===== src/rtl/nand_ecc1_pkg.sv =====
package nand_ecc1_pkg;

    typedef enum logic [1:0] {
        ST_CLEAN  = 2'd0,
        ST_DATA   = 2'd1,
        ST_CODE   = 2'd2,
        ST_UNCORR = 2'd3
    } ecc_status_e;

endpackage


===== src/rtl/nand_ecc1_bitfold.sv =====
module nand_ecc1_bitfold #(
    parameter int BI_W  = 9,
    parameter int POS_W = BI_W + 3
) (
    input  logic [BI_W-1:0]  byte_idx_i,
    input  logic [7:0]       data_i,
    output logic [POS_W-1:0] hi_fold_o,
    output logic [POS_W-1:0] lo_fold_o
);
    always_comb begin
        hi_fold_o = '0;
        lo_fold_o = '0;
        for (int b = 0; b < 8; b++) begin
            if (data_i[b]) begin
                hi_fold_o = hi_fold_o ^ {byte_idx_i, 3'(b)};
                lo_fold_o = lo_fold_o ^ ~{byte_idx_i, 3'(b)};
            end
        end
    end
endmodule


===== src/rtl/nand_ecc1_classify.sv =====
module nand_ecc1_classify
    import nand_ecc1_pkg::*;
#(
    parameter int CHUNK_BYTES = 512,
    parameter int BI_W        = 9,
    parameter int POS_W       = BI_W + 3,
    parameter int CODE_W      = 2 * POS_W
) (
    input  logic [CODE_W-1:0] calc_i,
    input  logic [CODE_W-1:0] stored_i,
    output ecc_status_e       status_o,
    output logic [BI_W-1:0]   byte_o,
    output logic [2:0]        bit_o
);
    logic [CODE_W-1:0] diff;
    logic [POS_W-1:0]  halves;
    logic [BI_W-1:0]   idx;

    always_comb begin
        diff     = calc_i ^ stored_i;
        halves   = diff[CODE_W-1:POS_W] ^ diff[POS_W-1:0];
        idx      = diff[CODE_W-1:POS_W+3];
        status_o = ST_UNCORR;
        byte_o   = '0;
        bit_o    = '0;
        if (diff == '0) begin
            status_o = ST_CLEAN;
        end else if (&halves) begin
            if ({1'b0, idx} < (BI_W+1)'(CHUNK_BYTES)) begin
                status_o = ST_DATA;
                byte_o   = idx;
                bit_o    = diff[POS_W+2:POS_W];
            end
        end else if ($onehot(diff)) begin
            status_o = ST_CODE;
        end
    end
endmodule


===== src/rtl/nand_ecc1_engine.sv =====
module nand_ecc1_engine
    import nand_ecc1_pkg::*;
#(
    parameter int NUM_CS      = 4,
    parameter int CHUNK_BYTES = 512,
    localparam int CS_W       = (NUM_CS > 1) ? $clog2(NUM_CS) : 1,
    localparam int BI_W       = $clog2(CHUNK_BYTES),
    localparam int POS_W      = BI_W + 3,
    localparam int CODE_W     = 2 * POS_W
) (
    input  logic              clk,
    input  logic              rst_n,
    input  logic [CS_W-1:0]   cs_i,
    input  logic              start_i,
    input  logic              byte_vld_i,
    input  logic [7:0]        byte_i,
    input  logic              chk_i,
    input  logic [CODE_W-1:0] stored_code_i,
    output logic [CODE_W-1:0] code_o,
    output logic              chk_done_o,
    output logic [1:0]        status_o,
    output logic [BI_W-1:0]   err_byte_o,
    output logic [2:0]        err_bit_o
);
    localparam int CNT_W = BI_W + 1;

    typedef struct packed {
        logic [POS_W-1:0] hi;
        logic [POS_W-1:0] lo;
        logic [CNT_W-1:0] cnt;
    } ctx_t;

    typedef struct packed {
        ctx_t [NUM_CS-1:0] ctx;
        logic              done;
        ecc_status_e       status;
        logic [BI_W-1:0]   ebyte;
        logic [2:0]        ebit;
    } state_t;

    state_t st_d, st_q;

    logic [POS_W-1:0]  hi_fold, lo_fold;
    logic [CODE_W-1:0] code_sel;
    ecc_status_e       cls_status;
    logic [BI_W-1:0]   cls_byte;
    logic [2:0]        cls_bit;

    assign code_sel = ~{st_q.ctx[cs_i].hi, st_q.ctx[cs_i].lo};

    nand_ecc1_bitfold #(.BI_W(BI_W), .POS_W(POS_W)) u_fold (
        .byte_idx_i (st_q.ctx[cs_i].cnt[BI_W-1:0]),
        .data_i     (byte_i),
        .hi_fold_o  (hi_fold),
        .lo_fold_o  (lo_fold)
    );

    nand_ecc1_classify #(
        .CHUNK_BYTES (CHUNK_BYTES),
        .BI_W        (BI_W),
        .POS_W       (POS_W),
        .CODE_W      (CODE_W)
    ) u_cls (
        .calc_i   (code_sel),
        .stored_i (stored_code_i),
        .status_o (cls_status),
        .byte_o   (cls_byte),
        .bit_o    (cls_bit)
    );

    always_comb begin
        st_d      = st_q;
        st_d.done = 1'b0;
        if (start_i) begin
            st_d.ctx[cs_i] = '0;
        end else if (byte_vld_i && (st_q.ctx[cs_i].cnt < CNT_W'(CHUNK_BYTES))) begin
            st_d.ctx[cs_i].hi  = st_q.ctx[cs_i].hi ^ hi_fold;
            st_d.ctx[cs_i].lo  = st_q.ctx[cs_i].lo ^ lo_fold;
            st_d.ctx[cs_i].cnt = st_q.ctx[cs_i].cnt + 1'b1;
        end
        if (chk_i) begin
            st_d.done   = 1'b1;
            st_d.status = cls_status;
            st_d.ebyte  = cls_byte;
            st_d.ebit   = cls_bit;
        end
    end

    always_ff @(posedge clk or negedge rst_n) begin
        if (!rst_n) begin
            st_q <= '0;
        end else begin
            st_q <= st_d;
        end
    end

    assign code_o     = code_sel;
    assign chk_done_o = st_q.done;
    assign status_o   = st_q.status;
    assign err_byte_o = st_q.ebyte;
    assign err_bit_o  = st_q.ebit;
endmodule


===== config.mk =====
export PLATFORM = sky130hd
export DESIGN_NAME = nand_ecc1_engine
export DESIGN_NICKNAME = d
export VERILOG_FILES = /design/src/rtl/nand_ecc1_pkg.sv /design/src/rtl/nand_ecc1_bitfold.sv /design/src/rtl/nand_ecc1_classify.sv /design/src/rtl/nand_ecc1_engine.sv
export SDC_FILE = /design/constraint.sdc
export NUM_CORES = 1
export LEC_CHECK = 0
export ABC_AREA = 0
export CAP_MARGIN = 25
export CORE_MARGIN = 4
export CORE_UTILIZATION = 58
export DETAILED_ROUTE_END_ITERATION = 8
export PLACE_DENSITY = 0.87
export SYNTH_ARGS = -nofsm -noshare
export SYNTH_HDL_FRONTEND = slang
export SYNTH_SLANG_ARGS = --single-unit

===== constraint.sdc =====
create_clock -name clk -period 15.3 [get_ports clk]
set_input_delay 2.295 -clock clk [delete_from_list [all_inputs] [get_ports clk]]
set_output_delay 2.295 -clock clk [all_outputs]
set_load 0.01 [all_outputs]

==> results.md <==
| Item | Reported | Unit |
| --- | --- | --- |
| Run status | finished clean | - |
| Number of diodes added for antenna fixing | 0 | - |
| CTS tree | yes | - |
| CTS H-tree depth | 4 | - |
| Multi-input gate area in the final layout | 4300 | sq um |
| Antenna violations before repair | 0 | - |
| Fin crit period | 7.98 | ns |
| Final number of hold-violating endpoints | 0 | - |
| Async S/R FF share, synth | 100 | % |
| Remaining antenna violation count after routing | 0 | - |
| Cell mode on critical path | sky130_fd_sc_hd__fa_1 | - |
| Count of input and output buffers | 77 | - |
| Worst Setup End Kind | flop | - |
| Worst Path Required | 15.59 | ns |
| Sequential-to-total area share from yosys stat | 43.6 | % |
| Die Span Y | 130 | microns |
| Number of warning messages in the yosys log | 0 | - |
| Clock buffers created by TritonCTS | 17 | - |
| Total number of vias | 6305 | - |
| IO Count | 78 | - |
| Power per Cell Area | 199 | nW/um^2 |
| Number of instances in the synthesized netlist | 704 | - |
| Width of the die | 130 | microns |
| Area share of the largest cell type after synthesis | 43.6 | % |
| Share of cells above drive strength 1 | 15.0 | % |
| Top FF cell, synth | sky130_fd_sc_hd__dfrtp_1 | - |
| Headroom to the max-slew limit | 34.1 | % |
| Hold buffer count at cts | 0 | - |
| Area Overhead vs Synth | 16.6 | % |
| First-pass GRT wire length | 36800 | microns |
| Final-report setup violation count | 0 | - |
| Cells along the critical path | buf_2 > buf_4 > mux4_2 > xor2_1 > inv_1 > ha_1 > inv_1 > fa_1 > fa_1 > inv_1 > fa_1 > inv_1 > fa_1 > fa_1 > inv_1 > ha_1 > fa_1 > xor2_1 > nor3_1 > nand3_1 > a22oi_1 > nand2_1 | - |
| Worst skew pair latency | 0.43 | ns |
| Filler instances | 982 | - |
| Global routing usage summed across all routing layers | 28.8 | % |
| Count of final max-slew check failures | 0 | - |
| Critical path peak fanout | 42 | - |
| GRT overflow | 0 | - |
| Post-synthesis average cell area | 12.3 | sq um |
| Number of setup buffers added after CTS | 0 | - |
| Endpoint arrival time on the critical path | 8.27 | ns |
| Setup slack of the most critical reg-to-reg path | 9.64 | ns |
| Worst VDD drop | 0.231 | mV |
| Synth Register Bits | 151 | - |
| Row count | 44 | - |
| Full die area | 17000 | sq um |
| Clk buf depth | 2 | - |
| First-pass detailed-route iteration total | 5 | - |
| Number of buffers and inverters on the critical path | 7 | - |
| Clock transition at the registers of the reported paths | 0.06 | ns |
| Num Clock Sinks | 151 | - |
| Routed wire length per instance | 24.5 | microns |
| Tightest Hold Check Type | reg -> reg | - |
| Maximum number of pins on one net before global-route repair | 93 | - |
| Worst Hold Slack | 0.495 | ns |
| PostCTS Resize Cnt | 0 | - |
| Final WL | 23200 | microns |
| CTS Root Buffer Type | sky130_fd_sc_hd__clkbuf_16 | - |
| Starting density of the core | 59.4 | % |
| Core Footprint | 14600 | sq um |
| Number of flops mapped to enable cells by yosys | 0 | - |
| Transition time of the tightest slew-check pin | 0.988 | ns |
| Post-route DRC | 0 | - |
| Routed vias/inst | 6.64 | - |
| Fin area | 10100 | sq um |
| Layout Nets | 842 | - |
| Area of all sequential standard cells | 3780 | sq um |
| Max Cap Viol | 0 | - |
| Cell Area, Placed | 9440 | sq um |
| Type of origin of the critical path | input pin | - |
| Setup Crit Path Kind | in -> reg | - |
| Highest clock rate | 125 | MHz |
| Critical path's top delay family | adder cells | - |
| Area contributors post-synth | sky130_fd_sc_hd__dfrtp_1, sky130_fd_sc_hd__a22o_1, sky130_fd_sc_hd__mux4_2, sky130_fd_sc_hd__ha_1, sky130_fd_sc_hd__fa_1 | - |
| Leading area contributor after synthesis | sky130_fd_sc_hd__dfrtp_1 | - |
| Unrepaired setup endpoints after global routing | false | - |
| Sum Neg Setup Slack | 0 | ns |
| Post-Syn Nets | 793 | - |
| Max stage delay on crit path | 0.66 | ns |
| Critical-path top delay cell | sky130_fd_sc_hd__mux4_2 | - |
| Global placer's final weighted congestion | 0.936 | - |
| Number of global-route vias before repair | 6639 | - |
| Number of distinct library cells after synthesis | 40 | - |
| HPWL reported at the end of detailed placement | 15100 | microns |
| Violation count after the first detailed-route iteration | 685 | - |
| Setup skew after layout | 0.00783 | ns |
| Leakage component of the power | 4.57 | nW |
| Post-Synthesis Cell Area | 8660 | sq um |
| Period utilisation layout | 52.1 | % |
-- area by class of cell --
type,instances,share of cell area [%]
Clock buffer,19,4.49
Clock inverter,12,1.74
Inverter,78,2.90
Multi-Input combinational cell,417,42.6
Sequential cell,151,37.4
Tap cell,184,2.28
Timing Repair Buffer,88,8.56
-- per-stage QoR --
stage          util, %  power [mW]  worst slack (ns)  instances
2_1_floorplan        -        1.27              7.75        704
3_3_place_gp      64.7        1.49              7.02        916
3_5_place_dp      64.7        1.56              6.88        917
4_1_cts           69.0        2.01              7.31        948
5_1_grt           69.2        2.16              6.97        949
6_report          69.2        2.01              7.32        949
-- state kept, by name, indices dropped and copies added, names as in the netlist --
| register | cells |
|---|---|
| chk_done_o | 1 |
| err_byte_o | 9 |
| st_q | 136 |
| err_bit_o | 3 |
| status_o | 2 |
-- kinds of logic (layout without fill, tap and decap cells) --
kind of cell             after synthesis  in the layout  share of synthesized area [%]
multiplexers                          34             34                           8.84
AND/OR/NAND/NOR                       78             78                           5.26
buffers and inverters                136            197                           7.02
AO/OA/AOI/OAI                        188            188                           18.1
adder cells (fa/ha/maj)               50             50                           8.87
XOR/XNOR                              67             67                           8.25
flip-flops                           151            151                           43.6
-- path summary, 6_finish.rpt --
| check | from | endpoint | cells after the start |
|---|---|---|---|
| worst max-delay path | cs_i[0] | status_o[0] | 22 |
| worst min-delay path | err_byte_o[0] | err_byte_o[0] | 1 |
| worst max register to register | st_q[139] | status_o[0] | 20 |
| worst min register to register | err_byte_o[0] | err_byte_o[0] | 1 |
| max in group asynchronous | rst_n | st_q[136] | 3 |
| min in group asynchronous | rst_n | err_bit_o[1] | 1 |
-- cells in the mapped netlist, types with 5 or more instances --
library cell,instances
sky130_fd_sc_hd__inv_1,76
sky130_fd_sc_hd__xor2_1,18
sky130_fd_sc_hd__a21oi_1,19
sky130_fd_sc_hd__nor2_1,14
sky130_fd_sc_hd__o2bb2ai_2,9
sky130_fd_sc_hd__buf_4,14
sky130_fd_sc_hd__fa_1,19
sky130_fd_sc_hd__a22o_1,133
sky130_fd_sc_hd__o21ai_0,12
sky130_fd_sc_hd__dfrtp_1,151
sky130_fd_sc_hd__nand3_1,16
sky130_fd_sc_hd__clkbuf_1,31
sky130_fd_sc_hd__nand2b_1,6
sky130_fd_sc_hd__mux4_2,34
sky130_fd_sc_hd__a21o_1,10
sky130_fd_sc_hd__ha_1,31
sky130_fd_sc_hd__xnor2_1,35
sky130_fd_sc_hd__nand2_1,9
sky130_fd_sc_hd__xnor2_2,12
sky130_fd_sc_hd__buf_6,5
sky130_fd_sc_hd__buf_2,6
sky130_fd_sc_hd__or3_1,9
-- per-layer routing --
metal	global-route usage, %	up-vias	wire length, microns
li1	-	2611	-
met1	38.5	3245	9020
met2	47.3	393	11700
met3	5.61	56	1970
met4	10.5	0	567
met5	0	-	0
-- where the power goes --
part	switching [mW]	total, mW	internal [mW]
clock	0.170	0.451	0.280
sequential	0.0318	0.484	0.452
combinational	0.578	1.07	0.495
-- cell usage in the layout, fill, tap and decap left out, types with 3 or more instances in the layout --
| master | n |
|---|---|
| sky130_fd_sc_hd__dfrtp_1 | 151 |
| sky130_fd_sc_hd__a22o_1 | 133 |
| sky130_fd_sc_hd__inv_1 | 76 |
| sky130_fd_sc_hd__clkdlybuf4s50_1 | 74 |
| sky130_fd_sc_hd__xnor2_1 | 35 |
| sky130_fd_sc_hd__mux4_2 | 34 |
| sky130_fd_sc_hd__ha_1 | 31 |
| sky130_fd_sc_hd__a21oi_1 | 19 |
| sky130_fd_sc_hd__fa_1 | 19 |
| sky130_fd_sc_hd__xor2_1 | 18 |
| sky130_fd_sc_hd__clkbuf_16 | 17 |
| sky130_fd_sc_hd__nand3_1 | 15 |
| sky130_fd_sc_hd__nor2_1 | 14 |
| sky130_fd_sc_hd__xnor2_2 | 12 |
| sky130_fd_sc_hd__o21ai_0 | 12 |
| sky130_fd_sc_hd__a21o_1 | 10 |
| sky130_fd_sc_hd__buf_4 | 10 |
| sky130_fd_sc_hd__or3_1 | 9 |
| sky130_fd_sc_hd__nand2_1 | 9 |
| sky130_fd_sc_hd__o2bb2ai_2 | 9 |
| sky130_fd_sc_hd__nand2b_1 | 4 |
| sky130_fd_sc_hd__nor2b_1 | 4 |
| sky130_fd_sc_hd__nand4_1 | 4 |
| sky130_fd_sc_hd__bufinv_16 | 4 |
| sky130_fd_sc_hd__nor3_1 | 3 |
| sky130_fd_sc_hd__o2bb2ai_1 | 3 |
| sky130_fd_sc_hd__clkinv_2 | 3 |
| sky130_fd_sc_hd__clkinvlp_4 | 3 |
No activity file was read; power rests on OpenSTA's default activity.
